$ cat config.mk
export PLATFORM = sky130hd
export DESIGN_NAME = tcap_front
export DESIGN_NICKNAME = d
export VERILOG_FILES = /design/src/rtl/tcap_pkg.sv /design/src/rtl/tcap_ddr_in.sv /design/src/rtl/tcap_aligner.sv /design/src/rtl/tcap_trig_fsm.sv /design/src/rtl/tcap_fifo.sv /design/src/rtl/tcap_front.sv
export SDC_FILE = /design/constraint.sdc
export NUM_CORES = 1
export LEC_CHECK = 0
export BUFFER_PORTS_ARGS = -buffer_cell sky130_fd_sc_hd__buf_2
export CELL_PAD_IN_SITES_DETAIL_PLACEMENT = 0
export CELL_PAD_IN_SITES_GLOBAL_PLACEMENT = 2
export CORE_AREA = 2 2 344 346
export DETAILED_ROUTE_END_ITERATION = 16
export DIE_AREA = 0 0 346 348
export PLACE_DENSITY_LB_ADDON = 0.08
export SLEW_MARGIN = 40
export SYNTH_ARGS = -nofsm -noshare
export SYNTH_HDL_FRONTEND = slang
export SYNTH_SLANG_ARGS = --single-unit
$ cat constraint.sdc
create_clock -name clk -period 20.2 [get_ports clk]
set_clock_uncertainty 0.15 [all_clocks]
set_input_delay 2.02 -clock clk [delete_from_list [all_inputs] [get_ports clk]]
set_output_delay 2.02 -clock clk [all_outputs]
set_load 0.02 [all_outputs]
$ cat src/rtl/tcap_pkg.sv
package tcap_pkg;

    typedef enum logic [1:0] {
        TRG_IDLE = 2'd0,
        TRG_QUAL = 2'd1,
        TRG_RUN  = 2'd2
    } trg_state_e;

endpackage

$ cat src/rtl/tcap_ddr_in.sv
module tcap_ddr_in #(
    parameter int                       LANES    = 9,
    parameter int                       MAP_W    = 4,
    parameter logic [LANES*MAP_W-1:0]   LANE_MAP = 36'h037615482,
    parameter logic [LANES-1:0]         LANE_INV = 9'h1BE
) (
    input  logic             clk,
    input  logic             rst_n,
    input  logic [LANES-1:0] pins,
    output logic [LANES-1:0] beat_early,
    output logic [LANES-1:0] beat_late
);

    logic [LANES-1:0]   fall_q;
    logic [2*LANES-1:0] pair_q;
    logic [LANES-1:0]   fixed [2];

    // falling edge holds the first beat of the cycle
    always_ff @(negedge clk or negedge rst_n) begin
        if (!rst_n) fall_q <= LANE_INV;
        else        fall_q <= pins;
    end

    // rising edge closes the pair: second beat high, first beat low
    always_ff @(posedge clk or negedge rst_n) begin
        if (!rst_n) pair_q <= {LANE_INV, LANE_INV};
        else        pair_q <= {pins, fall_q};
    end

    for (genvar b = 0; b < 2; b++) begin : g_beat
        for (genvar l = 0; l < LANES; l++) begin : g_lane
            localparam int SRC = int'(LANE_MAP[l*MAP_W +: MAP_W]);
            assign fixed[b][l] = pair_q[b*LANES + SRC] ^ LANE_INV[SRC];
        end
    end

    assign beat_early = fixed[0];
    assign beat_late  = fixed[1];

endmodule

$ cat src/rtl/tcap_aligner.sv
module tcap_aligner #(
    parameter int LANES      = 9,
    parameter int WORD_BEATS = 4
) (
    input  logic                              clk,
    input  logic                              rst_n,
    input  logic [LANES-1:0]                  beat_early,
    input  logic [LANES-1:0]                  beat_late,
    output logic                              word_ok,
    output logic [(LANES-1)*WORD_BEATS-1:0]   word_data,
    output logic [WORD_BEATS-1:0]             word_tag,
    output logic [(LANES-1)*WORD_BEATS-1:0]   word_raw
);

    localparam int DW     = LANES - 1;
    localparam int STB    = LANES - 1;
    localparam int HIST   = 2 * WORD_BEATS;
    localparam int CYC    = WORD_BEATS / 2;
    localparam int PH_W   = (CYC > 1) ? $clog2(CYC) : 1;
    localparam logic [PH_W-1:0] PH_LAST = PH_W'(CYC - 1);

    logic [LANES-1:0]      hist_q [HIST];
    logic [PH_W-1:0]       ph_q;
    logic [WORD_BEATS-1:0] stb_vec;
    logic                  hit;

    always_ff @(posedge clk or negedge rst_n) begin
        if (!rst_n) begin
            ph_q <= '0;
            for (int i = 0; i < HIST; i++) hist_q[i] <= '0;
        end else begin
            ph_q <= (ph_q == PH_LAST) ? '0 : ph_q + 1'b1;
            for (int i = 0; i < HIST - 2; i++) hist_q[i] <= hist_q[i+2];
            hist_q[HIST-2] <= beat_early;
            hist_q[HIST-1] <= beat_late;
        end
    end

    always_comb begin
        for (int p = 0; p < WORD_BEATS; p++) stb_vec[p] = hist_q[p][STB];
    end

    assign hit      = |stb_vec;
    assign word_tag = stb_vec & (~stb_vec + 1'b1);

    always_comb begin
        word_data = '0;
        word_raw  = '0;
        for (int b = 0; b < WORD_BEATS; b++) word_raw[b*DW +: DW] = hist_q[b][DW-1:0];
        for (int p = 0; p < WORD_BEATS; p++) begin
            if (hit ? word_tag[p] : (p == 0)) begin
                for (int b = 0; b < WORD_BEATS; b++)
                    word_data[b*DW +: DW] = hist_q[p+b][DW-1:0];
            end
        end
    end

    assign word_ok = (ph_q == PH_LAST) && (word_data != '0);

endmodule

$ cat src/rtl/tcap_trig_fsm.sv
module tcap_trig_fsm
    import tcap_pkg::*;
#(
    parameter int SEQ_W  = 24,
    parameter int QCNT_W = 16
) (
    input  logic              clk,
    input  logic              rst_n,
    input  logic              trig,
    input  logic              rearm,
    input  logic [QCNT_W-1:0] min_len,
    output logic              running,
    output logic [SEQ_W-1:0]  seq
);

    trg_state_e        state_q, state_d;
    logic [QCNT_W-1:0] qcnt_q, qcnt_inc;
    logic [SEQ_W-1:0]  seq_q;
    logic              held;

    assign qcnt_inc = (state_q == TRG_QUAL) ? qcnt_q + 1'b1 : QCNT_W'(1);
    assign held     = qcnt_inc >= min_len;

    // state register
    always_ff @(posedge clk or negedge rst_n) begin
        if (!rst_n) state_q <= TRG_IDLE;
        else        state_q <= state_d;
    end

    always_comb begin
        state_d = state_q;
        unique case (state_q)
            TRG_IDLE: if (trig) state_d = held ? TRG_RUN : TRG_QUAL;
            TRG_QUAL: begin
                if (!trig)     state_d = TRG_IDLE;
                else if (held) state_d = TRG_RUN;
            end
            TRG_RUN:  if (rearm) state_d = TRG_IDLE;
            default:  state_d = TRG_IDLE;
        endcase
    end

    always_ff @(posedge clk or negedge rst_n) begin
        if (!rst_n) begin
            qcnt_q <= '0;
            seq_q  <= '0;
        end else begin
            qcnt_q <= (state_d == TRG_QUAL) ? qcnt_inc : '0;
            if (state_d == TRG_RUN)
                seq_q <= (state_q == TRG_RUN) ? seq_q + 1'b1 : '0;
        end
    end

    // outputs
    always_comb begin
        running = (state_q == TRG_RUN);
        seq     = seq_q;
    end

endmodule

$ cat src/rtl/tcap_fifo.sv
module tcap_fifo #(
    parameter int W     = 92,
    parameter int DEPTH = 8
) (
    input  logic         clk,
    input  logic         rst_n,
    input  logic         wr_req,
    input  logic [W-1:0] wr_rec,
    input  logic         rd_pop,
    output logic         rd_valid,
    output logic [W-1:0] rd_rec,
    input  logic         ovf_clr,
    output logic         ovf
);

    localparam int AW = (DEPTH > 1) ? $clog2(DEPTH) : 1;
    localparam logic [AW-1:0] PTR_LAST = AW'(DEPTH - 1);
    localparam logic [AW:0]   CNT_FULL = (AW+1)'(DEPTH);

    logic [W-1:0]  mem [DEPTH];
    logic [AW-1:0] wr_ptr, rd_ptr;
    logic [AW:0]   count;
    logic          full, do_wr, do_rd;

    assign full  = (count == CNT_FULL);
    assign do_wr = wr_req && !full;
    assign do_rd = rd_pop && (count != '0);

    always_ff @(posedge clk) begin
        if (do_wr) mem[wr_ptr] <= wr_rec;
    end

    always_ff @(posedge clk or negedge rst_n) begin
        if (!rst_n) begin
            wr_ptr <= '0;
            rd_ptr <= '0;
            count  <= '0;
            ovf    <= 1'b0;
        end else begin
            if (do_wr) wr_ptr <= (wr_ptr == PTR_LAST) ? '0 : wr_ptr + 1'b1;
            if (do_rd) rd_ptr <= (rd_ptr == PTR_LAST) ? '0 : rd_ptr + 1'b1;
            count <= count + {{AW{1'b0}}, do_wr} - {{AW{1'b0}}, do_rd};
            if (wr_req && full) ovf <= 1'b1;
            else if (ovf_clr)   ovf <= 1'b0;
        end
    end

    assign rd_valid = (count != '0);
    assign rd_rec   = mem[rd_ptr];

endmodule

$ cat src/rtl/tcap_front.sv
module tcap_front #(
    parameter int                     LANES      = 9,
    parameter int                     WORD_BEATS = 4,
    parameter int                     SEQ_W      = 24,
    parameter int                     QCNT_W     = 16,
    parameter int                     FIFO_DEPTH = 8,
    parameter int                     MAP_W      = 4,
    parameter logic [LANES*MAP_W-1:0] LANE_MAP   = 36'h037615482,
    parameter logic [LANES-1:0]       LANE_INV   = 9'h1BE
) (
    input  logic                                clk,
    input  logic                                rst_n,
    input  logic [LANES-1:0]                    link_pins,
    input  logic                                trig_in,
    input  logic                                rearm,
    input  logic [QCNT_W-1:0]                   min_hold,
    output logic                                capture_on,
    output logic                                overflow,
    input  logic                                rd_pop,
    output logic                                rd_valid,
    output logic [SEQ_W-1:0]                    rd_seq,
    output logic [(LANES-1)*WORD_BEATS-1:0]     rd_data,
    output logic [WORD_BEATS-1:0]               rd_tag,
    output logic [(LANES-1)*WORD_BEATS-1:0]     rd_raw
);

    localparam int WORD_W = (LANES - 1) * WORD_BEATS;
    localparam int REC_W  = SEQ_W + 2 * WORD_W + WORD_BEATS;

    logic [LANES-1:0]      beat_early, beat_late;
    logic                  word_ok;
    logic [WORD_W-1:0]     word_data, word_raw;
    logic [WORD_BEATS-1:0] word_tag;
    logic [SEQ_W-1:0]      seq_now;
    logic [REC_W-1:0]      rec_in, rec_out;

    tcap_ddr_in #(
        .LANES(LANES), .MAP_W(MAP_W), .LANE_MAP(LANE_MAP), .LANE_INV(LANE_INV)
    ) u_ddr (
        .clk(clk), .rst_n(rst_n), .pins(link_pins),
        .beat_early(beat_early), .beat_late(beat_late)
    );

    tcap_aligner #(.LANES(LANES), .WORD_BEATS(WORD_BEATS)) u_align (
        .clk(clk), .rst_n(rst_n),
        .beat_early(beat_early), .beat_late(beat_late),
        .word_ok(word_ok), .word_data(word_data),
        .word_tag(word_tag), .word_raw(word_raw)
    );

    tcap_trig_fsm #(.SEQ_W(SEQ_W), .QCNT_W(QCNT_W)) u_trig (
        .clk(clk), .rst_n(rst_n), .trig(trig_in), .rearm(rearm),
        .min_len(min_hold), .running(capture_on), .seq(seq_now)
    );

    assign rec_in = {seq_now, word_data, word_tag, word_raw};

    tcap_fifo #(.W(REC_W), .DEPTH(FIFO_DEPTH)) u_fifo (
        .clk(clk), .rst_n(rst_n),
        .wr_req(word_ok && capture_on), .wr_rec(rec_in),
        .rd_pop(rd_pop), .rd_valid(rd_valid), .rd_rec(rec_out),
        .ovf_clr(rearm), .ovf(overflow)
    );

    assign {rd_seq, rd_data, rd_tag, rd_raw} = rec_out;

endmodule

# Word level (Yosys, flattened, before mapping)
# Memory sizes are Yosys's and may differ from the RTL's.
# Index checks and enable logic that the tools add are counted.
[op_classes]
add_sub_neg = 8
n_lt_le_gt_ge = 1
n_eq_ne = 7
muxes = 24
bitwise = 16
n_reduce_logical = 11
[ops]
columns = ["op", "n"]
rows = [
  ["32-bit two-way mux", 4],
  ["16-bit two-way mux", 2],
  ["32-bit nonzero test", 1],
  ["24-bit by 1-bit adder with 24-bit output, second input constant", 1],
  ["24-bit two-way mux", 1],
  ["16-bit by 1-bit adder with 16-bit output, second input constant", 1],
  ["16-bit greater-or-equal comparator", 1],
  ["1-bit inverter", 14],
  ["2-bit two-way mux", 5],
  ["1-bit two-way mux", 9],
  ["3-bit by 1-bit adder with 3-bit output, second input constant", 2],
  ["3-bit == test, second input constant", 2],
  ["3-bit two-way mux", 2],
  ["2-bit case mux with 3 select lines", 1],
  ["1-bit logical AND", 5],
  ["4-bit by 1-bit adder with 4-bit output", 1],
  ["4-bit by 1-bit adder with 4-bit output, second input constant", 1],
  ["4-bit AND", 1],
  ["2-bit by 1-bit == test with 1-bit output, second input constant", 2],
  ["2-bit == test, second input constant", 2],
  ["4-bit == test, second input constant", 1],
  ["4-bit inverter", 1],
  ["4-bit nonzero test", 1],
  ["4-bit OR reduction", 1],
  ["other kinds (5)", 5],
]
[totals]
register_bits = 153
ramBits = 736
in_bits = 30
out_inout_bits = 95
wordCells = 86
mem_count = 1
[memory_table]
columns = ["name", "words", "word_bits", "rd", "rd_ports_with_merged_regs", "wr", "line_no", "rtl"]
rows = [
  ["u_fifo.mem", 8, 92, 1, 0, 1, "tcap_fifo.sv:20", "logic [W-1:0] mem [DEPTH];"],
]

# Depth between registers and ports, before layout
[logic_depth]
ltp_word = 14
depth_mapped = 17
ltp_nobuf = 15

# Cells and area by module
# Synthesis repeated with hierarchy kept, for this count alone.
[hier_totals]
cells_unflattened = 1767
area_unflattened_um2 = 34961.0
[by_module_without_submodules]
columns = ["mod", "n_inst", "cells_per_inst", "area_per_inst_um2", "seq_area_each_um2"]
rows = [
  ["tcap_fifo", 1, 1127, 28274.6, 22376.5],
  ["tcap_aligner", 1, 295, 3278.1, 1826.8],
  ["tcap_trig_fsm", 1, 298, 2613.8, 1051.0],
  ["tcap_ddr_in", 1, 46, 788.3, 701.9],
  ["tcap_front", 1, 1, 6.3, 0.0],
]

==> flow_summary.yaml <==
clock_tree:
  cts_tree: "done"
  ctsLongestPathBuffers: 3
  numCtsBuffers: 101
  cts.sinks: 889
  htree_levels: 3
  clockRootBuffer: "clkbuf_16"
  clk_latency_ns: 0.68
  cts_post_setup_buffers_inserted: 0
  cts_resized: 0
  clkTransAtPathRegs_ns: 0.06
  hold_buffers: 0
layout:
  drive_gt1_frac: 0.327
  area_delta_synth_final_pct: 17.9
  fillers: 11000
  final_area_sq_um: 41000
  finish.net_count: 2008
die:
  num_io_pins: 125
  placementRows: 126
  die_h_um: 348
  core_sq_um: 117000
  fp.dieArea_sq_um: 120000
  initial_core_util: 0.297
  die_w_um: 346
grt:
  grt_pass1_vias: 18600
  top_usage_layer: "met2"
  overflow: 0
  grt_util_met1: 0.200
  grt_max_degree: 68
  grt_use_total: 0.150
  use_met2: 0.249
  antenna_found_initial: 7
  grt_use_met3: 0.0280
  grt_pass1_wl_um: 131000
setup_path:
  worstPathMaxFanout: 53
  crit_path_end_kind: "async pin"
  worstSetupPathType: "input pin to async pin"
  worstRegToRegCells: 0
  cp_slowest_cell: "buf_4"
  cp.arrival_ns: 3.06
  path_cells: "buf_6 -> buf_4"
  crit_buf_inv: 2
  start_kind: "input pin"
  cp_slowest_stage_delay_ns: 0.65
  crit_required_ns: 10.71
  path_depth: 2
  cp_top_family: "buffers and inverters"
power_and_ir_drop:
  leakage_nw: 13.4
  power_density_nw_per_um2: 124
  peakVddDrop_mv: 0.0872
drt:
  dr.pass1.iters: 5
  drt.antenna.violating_nets: 0
  drt_first_iter_violations: 1028
  drc: 0
  routedWlPerCell_um: 25.0
  vias: 17100
  viasPerCell: 4.78
  drt_wl_total_um: 89500
logic_synthesis:
  synth_top_area_frac: 0.636
  yosys_warnings: 0
  synth_top_family_by_area: "multiplexers"
  synth_edf_count: 736
  synth_compound_area_frac: 0.0249
  synth_largest_area_cell: "edfxtp_1"
  synth_seq_area_share: 0.747
  ys_ff_latch: 889
  avgSynthCellArea_sq_um: 19.8
  syn-cell-area_sq_um: 34800
  synthMuxAreaShare: 0.155
  ys_async_sr_fraction: 0.172
  ys.flop_type: "edfxtp_1"
  synthSimpleGateAreaFrac: 0.0377
  synthesis.nets: 1815
  synth.distinct_cells: 69
  synth_xor_area_frac: 0.00957
  synth_cells: 1756
  synth-adder-area-share: 0.0107
  synthTopCellsByArea: "edfxtp_1, mux4_2, dfrtp_1, mux2_2, dfstp_2"
placement:
  io_buffer_count: 124
  gp_congestion: 0.725
  hpwlAfterDp_um: 51900
  place_area_sq_um: 37400
min_path:
  hold_path_class: "flip-flop to flip-flop"
  hold_path_depth: 0
sta:
  setup_viol: 0
  maxSlewHeadroom: 0.457
  rsz0062_at_grt: "false"
  hold_viol: 0
  finalSetupTns_ns: 0
  worstMarginPinSlew_ns: 0.809
  slew_violations: 0
flow_run:
  drv_cap: 0
outcome:
  status: "finished, final reports clean"
[placed cells by master (no fill, tap or decap), drive strengths merged, types with 7 or more instances in the layout]
master     n
inv       61
mux4     184
diode      7
clkinv    35
a22o       9
xnor2     13
mux2      97
a21oi     14
o2bb2ai   14
dfrtp    130
dfstp     21
edfxtp   736
and3       8
nand2b     7
nor2b     17
a21o       8
mux2i     14
clkbuf   129
nand4     10
nor3      18
nand2     66
buf      169
o21ai     18
nand3     25
xor2      25
ha        28
bufinv    14
nor2      65
[cells in the mapped netlist (all sizes together), types with 18 or more instances]
master and count:
mux4 184, nand3 25, clkbuf 49, dfstp 21
nor3 18, nand2 66, nor2 65, inv 50
xor2 25, o21ai 18, buf 37, edfxtp 736
dfrtp 130, ha 28, mux2 97
[registers in the layout, summed over array words and instances (netlist names)]
| name | count |
|---|---|
| u_trig.state_q | 2 |
| u_ddr.pair_q | 18 |
| u_fifo.wr_ptr | 3 |
| u_fifo.count | 4 |
| u_trig.qcnt_q | 16 |
| u_fifo.mem | 736 |
| u_align.ph_q | 1 |
| u_align.word_raw | 32 |
| u_trig.seq | 24 |
| u_fifo.rd_ptr | 3 |
| u_align.hist_q | 40 |
| u_fifo.ovf | 1 |
| u_ddr.fall_q | 9 |
[routing by layer]
layer,vias up,part of all wire
li1,7446,-
met1,9202,0.44
met5,-,0
met4,0,0.019
met2,334,0.49
met3,108,0.044
[report_power, final]
part | switching (mW) | internal (mW)
Sequential | 0.0666 | 2.01
Combinational | 0.604 | 0.497
Clock | 0.743 | 1.14
Total | 1.41 | 3.65
[per-stage QoR]
step	hold WS (ns)	worst slack, ns	util	total power [mW]	cells
floorplan	0.181	7.48	-	2.86	1756
global placement	0.186	6.88	0.319	3.25	3370
detailed placement	0.185	6.87	0.320	3.26	3371
CTS	0.197	7.60	0.349	5.17	3565
global route	0.204	7.52	0.350	5.30	3570
finish	0.192	7.66	0.350	5.06	3577
[area by class of cell]
cell class / instances / area [sq um] / area share
sequential: 889 / 26000 / 0.634
multi-input combinational: 731 / 8380 / 0.204
clock buffer: 128 / 2740 / 0.0669
tap: 1536 / 1920 / 0.0469
timing repair buffer: 170 / 1060 / 0.0258
clock inverter: 67 / 718 / 0.0175
inverter: 49 / 184 / 0.00449
antenna: 7 / 17.5 / 0.000427
[logic make-up after synthesis]
kind of cell,count (synthesis)
adder cells (fa/ha/maj),29
buffers and inverters,136
multiplexers,295
AO/OA/AOI/OAI,114
XOR/XNOR,38
AND/OR/NAND/NOR,255
flip-flops,889
[path summary, 6_finish.rpt]
| kind | endpoint | slack, ns | start |
|---|---|---|---|
| max | u_ddr.fall_q[3] | 7.66 | rst_n |
| min | u_align.hist_q[5] | 0.19 | u_ddr.pair_q[15] |
| max reg2reg | u_ddr.pair_q[1] | 9.38 | u_ddr.fall_q[1] |
| min reg2reg | u_align.hist_q[5] | 0.19 | u_ddr.pair_q[15] |
| max in group clk | u_ddr.fall_q[0] | 8.30 | link_pins[0] |
| min in group asynchronous | u_trig.seq[9] | 1.13 | rst_n |
No activity file was read; power rests on OpenSTA's default activity.
